## src/rtl/modrm_ea_pkg.sv

```systemverilog
package modrm_ea_pkg;

    localparam int REG_IW = 3;

    localparam logic [REG_IW-1:0] R_SP = 3'd4;
    localparam logic [REG_IW-1:0] R_BP = 3'd5;
    localparam logic [REG_IW-1:0] R_BX = 3'd3;
    localparam logic [REG_IW-1:0] R_SI = 3'd6;
    localparam logic [REG_IW-1:0] R_DI = 3'd7;

    typedef enum logic [2:0] {
        S_IDLE,
        S_SIB,
        S_BASE,
        S_INDEX,
        S_DISP,
        S_FIN
    } phase_e;

    // operand plan produced by the byte decoders
    typedef struct packed {
        logic              need_sib;
        logic              has_base;
        logic [REG_IW-1:0] base_r;
        logic              has_index;
        logic [REG_IW-1:0] index_r;
        logic [1:0]        scale;
        logic [2:0]        disp_len;
        logic              ss_cond;
    } plan_t;

    function automatic phase_e after_index(input plan_t p);
        return (p.disp_len != 3'd0) ? S_DISP : S_FIN;
    endfunction

    function automatic phase_e after_base(input plan_t p);
        return p.has_index ? S_INDEX : after_index(p);
    endfunction

    function automatic phase_e after_sib(input plan_t p);
        return p.has_base ? S_BASE : after_base(p);
    endfunction

endpackage

```

## src/rtl/modrm_ea_field_dec.sv

```systemverilog
module modrm_ea_field_dec
    import modrm_ea_pkg::*;
(
    input  logic [7:0] modrm,
    input  logic       wide,
    output plan_t      plan
);
    logic [1:0] md;
    logic [2:0] rm;

    assign md = modrm[7:6];
    assign rm = modrm[2:0];

    always_comb begin
        plan = '0;
        if (!wide) begin
            case (rm)
                3'd0: begin plan.has_base = 1'b1; plan.base_r = R_BX; plan.has_index = 1'b1; plan.index_r = R_SI; end
                3'd1: begin plan.has_base = 1'b1; plan.base_r = R_BX; plan.has_index = 1'b1; plan.index_r = R_DI; end
                3'd2: begin plan.has_base = 1'b1; plan.base_r = R_BP; plan.has_index = 1'b1; plan.index_r = R_SI; end
                3'd3: begin plan.has_base = 1'b1; plan.base_r = R_BP; plan.has_index = 1'b1; plan.index_r = R_DI; end
                3'd4: begin plan.has_base = 1'b1; plan.base_r = R_SI; end
                3'd5: begin plan.has_base = 1'b1; plan.base_r = R_DI; end
                3'd6: begin plan.has_base = (md != 2'd0); plan.base_r = R_BP; end
                default: begin plan.has_base = 1'b1; plan.base_r = R_BX; end
            endcase
            plan.ss_cond = (rm == 3'd2) || (rm == 3'd3) || ((rm == 3'd6) && (md != 2'd0));
            case (md)
                2'd1:    plan.disp_len = 3'd1;
                2'd2:    plan.disp_len = 3'd2;
                default: plan.disp_len = (rm == 3'd6) ? 3'd2 : 3'd0;
            endcase
        end else begin
            if (rm == 3'd4) begin
                plan.need_sib = 1'b1;
            end else if (rm == 3'd5) begin
                plan.has_base = (md != 2'd0);
                plan.base_r   = R_BP;
                plan.ss_cond  = (md != 2'd0);
            end else begin
                plan.has_base = 1'b1;
                plan.base_r   = rm;
            end
            case (md)
                2'd1:    plan.disp_len = 3'd1;
                2'd2:    plan.disp_len = 3'd4;
                default: plan.disp_len = (rm == 3'd5) ? 3'd4 : 3'd0;
            endcase
        end
    end

endmodule

```

## src/rtl/modrm_ea_sib_dec.sv

```systemverilog
module modrm_ea_sib_dec
    import modrm_ea_pkg::*;
(
    input  logic [7:0] sib,
    input  logic [1:0] md,
    output plan_t      plan
);
    logic [2:0] base_f;
    logic [2:0] index_f;

    assign base_f  = sib[2:0];
    assign index_f = sib[5:3];

    always_comb begin
        plan           = '0;
        plan.scale     = sib[7:6];
        plan.index_r   = index_f;
        plan.has_index = (index_f != R_SP);
        plan.base_r    = base_f;
        plan.has_base  = !((base_f == R_BP) && (md == 2'd0));
        plan.ss_cond   = (base_f == R_SP);
        case (md)
            2'd1:    plan.disp_len = 3'd1;
            2'd2:    plan.disp_len = 3'd4;
            default: plan.disp_len = (base_f == R_BP) ? 3'd4 : 3'd0;
        endcase
    end

endmodule

```

## src/rtl/modrm_ea_decoder.sv

```systemverilog
module modrm_ea_decoder
    import modrm_ea_pkg::*;
#(
    parameter int AW = 32
) (
    input  logic          clk,
    input  logic          rst_n,
    input  logic          addr32,
    input  logic          seg_ovr,
    input  logic          byte_valid,
    input  logic [7:0]    byte_data,
    output logic          byte_take,
    output logic [2:0]    rf_idx,
    input  logic [AW-1:0] rf_data,
    output logic          done,
    output logic          is_mem,
    output logic [2:0]    reg_field,
    output logic [2:0]    rm_sel,
    output logic [AW-1:0] ea,
    output logic          use_ss,
    output logic [2:0]    length
);
    localparam int HW = AW / 2;

    typedef struct packed {
        phase_e        st;
        logic          mode32;
        logic          ovr;
        logic [7:0]    modrm;
        plan_t         plan;
        logic [2:0]    len;
        logic [1:0]    dcnt;
        logic [AW-1:0] acc;
        logic [AW-1:0] disp;
        logic          done_o;
        logic          mem_o;
        logic [2:0]    reg_o;
        logic [2:0]    rm_o;
        logic [AW-1:0] ea_o;
        logic          ss_o;
        logic [2:0]    len_o;
    } state_t;

    state_t q, d;
    plan_t  fd_plan, sd_plan, sib_merged;

    modrm_ea_field_dec u_field (
        .modrm (byte_data),
        .wide  (addr32),
        .plan  (fd_plan)
    );

    modrm_ea_sib_dec u_sib (
        .sib  (byte_data),
        .md   (q.modrm[7:6]),
        .plan (sd_plan)
    );

    function automatic logic [AW-1:0] narrow(input logic [AW-1:0] v, input logic w);
        return w ? v : {{(AW-HW){1'b0}}, v[HW-1:0]};
    endfunction

    function automatic logic [AW-1:0] sext(input logic [AW-1:0] v, input logic [2:0] n);
        case (n)
            3'd1:    return {{(AW-8){v[7]}}, v[7:0]};
            3'd2:    return {{(AW-16){v[15]}}, v[15:0]};
            default: return v;
        endcase
    endfunction

    always_comb begin
        sib_merged        = sd_plan;
        sib_merged.need_sib = 1'b0;
    end

    always_comb begin
        d         = q;
        d.done_o  = 1'b0;
        byte_take = 1'b0;
        rf_idx    = '0;
        case (q.st)
            S_IDLE: begin
                if (byte_valid) begin
                    byte_take = 1'b1;
                    d.mode32  = addr32;
                    d.ovr     = seg_ovr;
                    d.modrm   = byte_data;
                    d.plan    = fd_plan;
                    d.len     = 3'd1;
                    d.dcnt    = '0;
                    d.acc     = '0;
                    d.disp    = '0;
                    if (byte_data[7:6] == 2'd3) begin
                        d.plan = '0;
                        d.st   = S_FIN;
                    end else if (fd_plan.need_sib) begin
                        d.st = S_SIB;
                    end else begin
                        d.st = after_sib(fd_plan);
                    end
                end
            end
            S_SIB: begin
                if (byte_valid) begin
                    byte_take = 1'b1;
                    d.len     = 3'(q.len + 3'd1);
                    d.plan    = sib_merged;
                    d.st      = after_sib(sib_merged);
                end
            end
            S_BASE: begin
                rf_idx = q.plan.base_r;
                d.acc  = q.acc + narrow(rf_data, q.mode32);
                d.st   = after_base(q.plan);
            end
            S_INDEX: begin
                rf_idx = q.plan.index_r;
                d.acc  = q.acc + (narrow(rf_data, q.mode32) << q.plan.scale);
                d.st   = after_index(q.plan);
            end
            S_DISP: begin
                if (byte_valid) begin
                    byte_take              = 1'b1;
                    d.disp[8*q.dcnt +: 8]  = byte_data;
                    d.dcnt                 = 2'(q.dcnt + 2'd1);
                    d.len                  = 3'(q.len + 3'd1);
                    if (3'({1'b0, q.dcnt} + 3'd1) == q.plan.disp_len) begin
                        d.st = S_FIN;
                    end
                end
            end
            S_FIN: begin
                d.done_o = 1'b1;
                d.mem_o  = (q.modrm[7:6] != 2'd3);
                d.reg_o  = q.modrm[5:3];
                d.rm_o   = q.modrm[2:0];
                d.ss_o   = q.plan.ss_cond && !q.ovr && (q.modrm[7:6] != 2'd3);
                d.len_o  = q.len;
                d.ea_o   = narrow(q.acc + sext(q.disp, q.plan.disp_len), q.mode32);
                d.st     = S_IDLE;
            end
            default: d.st = S_IDLE;
        endcase
    end

    always_ff @(posedge clk or negedge rst_n) begin
        if (!rst_n) begin
            q    <= '0;
            q.st <= S_IDLE;
        end else begin
            q <= d;
        end
    end

    assign done      = q.done_o;
    assign is_mem    = q.mem_o;
    assign reg_field = q.reg_o;
    assign rm_sel    = q.rm_o;
    assign ea        = q.ea_o;
    assign use_ss    = q.ss_o;
    assign length    = q.len_o;

    logic [AW-1:0] disp_w;
    logic          in_disp_w;
    logic          mode32_w;
    assign disp_w    = q.disp;
    assign in_disp_w = (q.st == S_DISP);
    assign mode32_w  = q.mode32;


    done_pulse_chk: assert property (@(posedge clk) disable iff (!rst_n)
        done |=> !done);


    len_range_chk: assert property (@(posedge clk) disable iff (!rst_n)
        done |-> (length >= 3'd1) && (length <= 3'd6));


    reg_form_chk: assert property (@(posedge clk) disable iff (!rst_n)
        (done && !is_mem) |-> (length == 3'd1) && !use_ss);


    take_valid_chk: assert property (@(posedge clk) disable iff (!rst_n)
        byte_take |-> byte_valid);


    stall_hold_chk: assert property (@(posedge clk) disable iff (!rst_n)
        (in_disp_w && !byte_valid) |=> $stable(disp_w));


    trunc16_chk: assert property (@(posedge clk) disable iff (!rst_n)
        (done && !mode32_w) |-> (ea[AW-1:HW] == '0));

endmodule

```

## config.mk

```make
export PLATFORM = sky130hd
export DESIGN_NAME = modrm_ea_decoder
export DESIGN_NICKNAME = d
export VERILOG_FILES = /design/src/rtl/modrm_ea_pkg.sv /design/src/rtl/modrm_ea_field_dec.sv /design/src/rtl/modrm_ea_sib_dec.sv /design/src/rtl/modrm_ea_decoder.sv
export SDC_FILE = /design/constraint.sdc
export NUM_CORES = 1
export LEC_CHECK = 0
export BUFFER_PORTS_ARGS = -buffer_cell sky130_fd_sc_hd__buf_2
export CAP_MARGIN = 20
export CORE_ASPECT_RATIO = 0.7
export CORE_MARGIN = 2
export CORE_UTILIZATION = 45
export DETAILED_ROUTE_END_ITERATION = 16
export MAX_ROUTING_LAYER = met4
export SKIP_CTS_REPAIR_TIMING = 1
export SLEW_MARGIN = 20
export SYNTH_ARGS = -nofsm -noshare
export SYNTH_HDL_FRONTEND = slang
export SYNTH_SLANG_ARGS = --single-unit
```

## constraint.sdc

```tcl
create_clock -name clk -period 4.35 [get_ports clk]
set_input_delay 0.2175 -clock clk [delete_from_list [all_inputs] [get_ports clk]]
set_output_delay 0.2175 -clock clk [all_outputs]
set_load 0.005 [all_outputs]
```

==> results.sh <==
export IMPL_async_reset_ff_frac=1.00
export IMPL_grt_pass1_vias=8819
export IMPL_worstSetupPathType="reg2reg"
export IMPL_status="finished clean"
export IMPL_tns_ps=0
export IMPL_p_comb_frac=0.529
export IMPL_startpoint="q[140]$_DFFE_PN0P_"
export IMPL_num_vias=9457
export IMPL_finalPower_mw=7.86
export IMPL_seqPwrFrac=0.263
export IMPL_synth_seq_cells=139
export IMPL_yosysMostFrequentCell="nand2_1"
export IMPL_ys_types=80
export IMPL_relSlewSlack=0.342
export IMPL_initialDrtViolationCount=854
export IMPL_synth_area_top_cells="dfrtp_1 (32%), ha_1 (9.0%), nand2_1 (6.7%)"
export IMPL_die_w_um=189
export IMPL_vias_per_cell=5.80
export IMPL_ant_nets=0
export IMPL_post_place_ws_ps=565
export IMPL_clockPowerShare=0.207
export IMPL_regToRegSetupSlack_ps=470
export IMPL_cts_clk_slew_worst_paths_ps=60
export IMPL_diodes=0
export IMPL_reg2reg_to="q[105]$_DFFE_PN0P_"
export IMPL_p_sw_frac=0.453
export IMPL_clk_path_buf_depth=2
export IMPL_synth_fp_nets=1407
export IMPL_grt_max_degree=68
export IMPL_port_buffers=92
export IMPL_setup_viol=0
export IMPL_die_area_sq_mm=0.0251
export IMPL_endpoint="q[105]$_DFFE_PN0P_"
export IMPL_crit_required_ps=4630
export IMPL_p_sw_mw=3.56
export IMPL_synth_commonest_cells="nand2_1 (190), dfrtp_1 (139), o21ai_0 (128)"
export IMPL_synth_avg_cell_area_sq_um=8.36
export IMPL_drive_gt1_frac=0.149
export IMPL_synth_top_cell_area_share=0.324
export IMPL_fillers=2303
export IMPL_r2r_start="q[140]$_DFFE_PN0P_"
export IMPL_cts_root_buffer_cell="clkbuf_16"
export IMPL_worstPathMaxFanout=33
export IMPL_core_sq_mm=0.0235
export IMPL_synth_main_ff_cell="dfrtp_1"
export IMPL_netlist_instances=1283
export IMPL_dp_hpwl_mm=23.1
export IMPL_p_per_area_mw_per_mm2=665
export IMPL_io_pins=93
export IMPL_ir_worst_vdd_mv=0.330
export IMPL_endpoint_kind="flip-flop"
export IMPL_clock_sink_count=139
export IMPL_antenna_found_initial=0
export IMPL_cts_htree_levels=4
export IMPL_wirelength_mm=30.5
export IMPL_drc=0
export IMPL_synth_cell_area_sq_mm=0.0107
export IMPL_maxSlewViolCount=0
export IMPL_intPower_mw=4.30
export IMPL_synth_top_area_cell="dfrtp_1"
export IMPL_leakagePower_nw=5.45
export IMPL_worst_setup_path_start_kind="flip-flop"
export IMPL_synth_edff_count=0
export IMPL_cap_viol_max_count=0
export IMPL_min_period_over_period=0.892
export IMPL_nNetsFinal=1425
export IMPL_ys_seq_area_frac=0.324
export IMPL_grt_first_pass_wirelength_mm=49.2
export IMPL_rsz0062_at_grt="no"
export IMPL_arrival_ps=4160
export IMPL_cts_tree="built"
export IMPL_start_util=0.456
export IMPL_ys_warn_count=0
export IMPL_skew_ps=14.4
export IMPL_clk_latency_ps=440
export IMPL_hp_class="in2reg"
export IMPL_timing_fmax_mhz=258
export IMPL_fin_crit_ps=3880
export IMPL_wl_per_cell_um=18.7
export IMPL_overflow=0
export IMPL_gp_congestion=0.909
export IMPL_layout_setup_ws_ps=470
export IMPL_rows=47
export IMPL_final_hold_viol_count=0
export IMPL_worst_r2r_path_depth=15
export IMPL_area_growth_syn_to_layout_pct=10.1
export IMPL_worst_pin_slew_ps=985
export IMPL_cts_buffers=17
export IMPL_drt_first_pass_iters=5
export IMPL_die_height_um=133
export IMPL_grt_use_total=0.256
kinds of logic after synthesis:
group                      share of synthesized area
xor gates and xnor gates                      0.0433
muxes                                         0.0347
AOI/OAI and AO/OA                              0.275
and+or+nand+nor                                0.164
buffers and inverters                         0.0658
DFF                                            0.324
adders and majority gates                     0.0936
cell usage in the layout (no fill, tap or decap), types with 14 or more instances in the layout:
cell / n
a21o_1: 27
a21oi_1: 93
a22o_1: 34
a31oi_1: 22
buf_2: 91
buf_4: 18
clkbuf_16: 17
dfrtp_1: 139
ha_1: 77
inv_1: 32
mux2_2: 25
nand2_1: 190
nand2b_1: 14
nand3_1: 30
nand4_1: 14
nor2_1: 59
nor2b_1: 19
nor3_1: 14
o21a_1: 25
o21ai_0: 128
o21ai_1: 15
xnor2_1: 28
xor2_1: 25
registers in the layout (all words and copies together) (netlist names):
register	flops
rm_sel	3
is_mem	1
ea	32
use_ss	1
disp_w	32
done	1
reg_field	3
length	3
q	62
mode32_w	1
cell type report:
| class | instances | area [sq um] | share of cell area |
|---|---|---|---|
| clock buffers | 22 | 494 | 0.0419 |
| well taps | 318 | 398 | 0.0337 |
| repair buffers | 111 | 612 | 0.0518 |
| inverters | 33 | 124 | 0.0105 |
| multi-input cells | 999 | 6540 | 0.554 |
| clock inverters | 9 | 159 | 0.0135 |
| flip-flops and latches | 139 | 3480 | 0.295 |
per-stage QoR:
step           cell area (sq um)  utilization  std cells  hold WS [ps]
6_report                   11800        0.502       1631          23.3
5_1_grt                    11800        0.502       1631          24.0
4_1_cts                    11800        0.502       1630          -207
3_5_place_dp               11100        0.474       1599           268
3_3_place_gp               11100        0.474       1599           260
2_1_floorplan              10700            -       1283         -78.1
layer usage:
layer	GRT usage	vias to the layer above	part of all wire
met5	-	-	0
li1	-	4636	-
met3	0.0537	23	0.060
met4	0.0595	0	0.013
met2	0.347	262	0.41
met1	0.388	4536	0.52
power by group through the flow:
stage	Sequential, mW	Clock, mW	Combinational, mW
global route	2.12	1.71	4.63
floorplan	1.93	0	3.20
detailed placement	2.09	0	4.09
global placement	2.08	0	4.09
finish	2.07	1.63	4.16
CTS	2.07	1.66	4.12
critical path, cell delays in order, from the launching register on:
cell and delay [ps]:
dfrtp_1 380, nor2b_1 230, nand2_1 300, buf_4 340
a22oi_1 210, o21ai_0 120, ha_1 390, and4_4 290
and3_1 190, o211ai_2 160, a21oi_2 300, a31oi_1 160
o21ai_0 300, a21oi_1 120, a21oi_1 130, o31ai_1 90
how the worst min path moves through the flow:
stage	slack, ps	cells past startpoint	to	start
final	20	2	q[136]$_DFFE_PN0P_	seg_ovr
after global routing	20	2	q[136]$_DFFE_PN0P_	seg_ovr
after global placement	260	1	q[117]$_DFFE_PN0P_	rst_n
after floorplan	-80	0	disp_w[0]$_DFFE_PN0P_	rst_n
after CTS	-210	1	q[117]$_DFFE_PN0P_	rst_n
after detailed placement	270	1	q[117]$_DFFE_PN0P_	rst_n
Note: power is estimated with default switching activity, not from simulation.
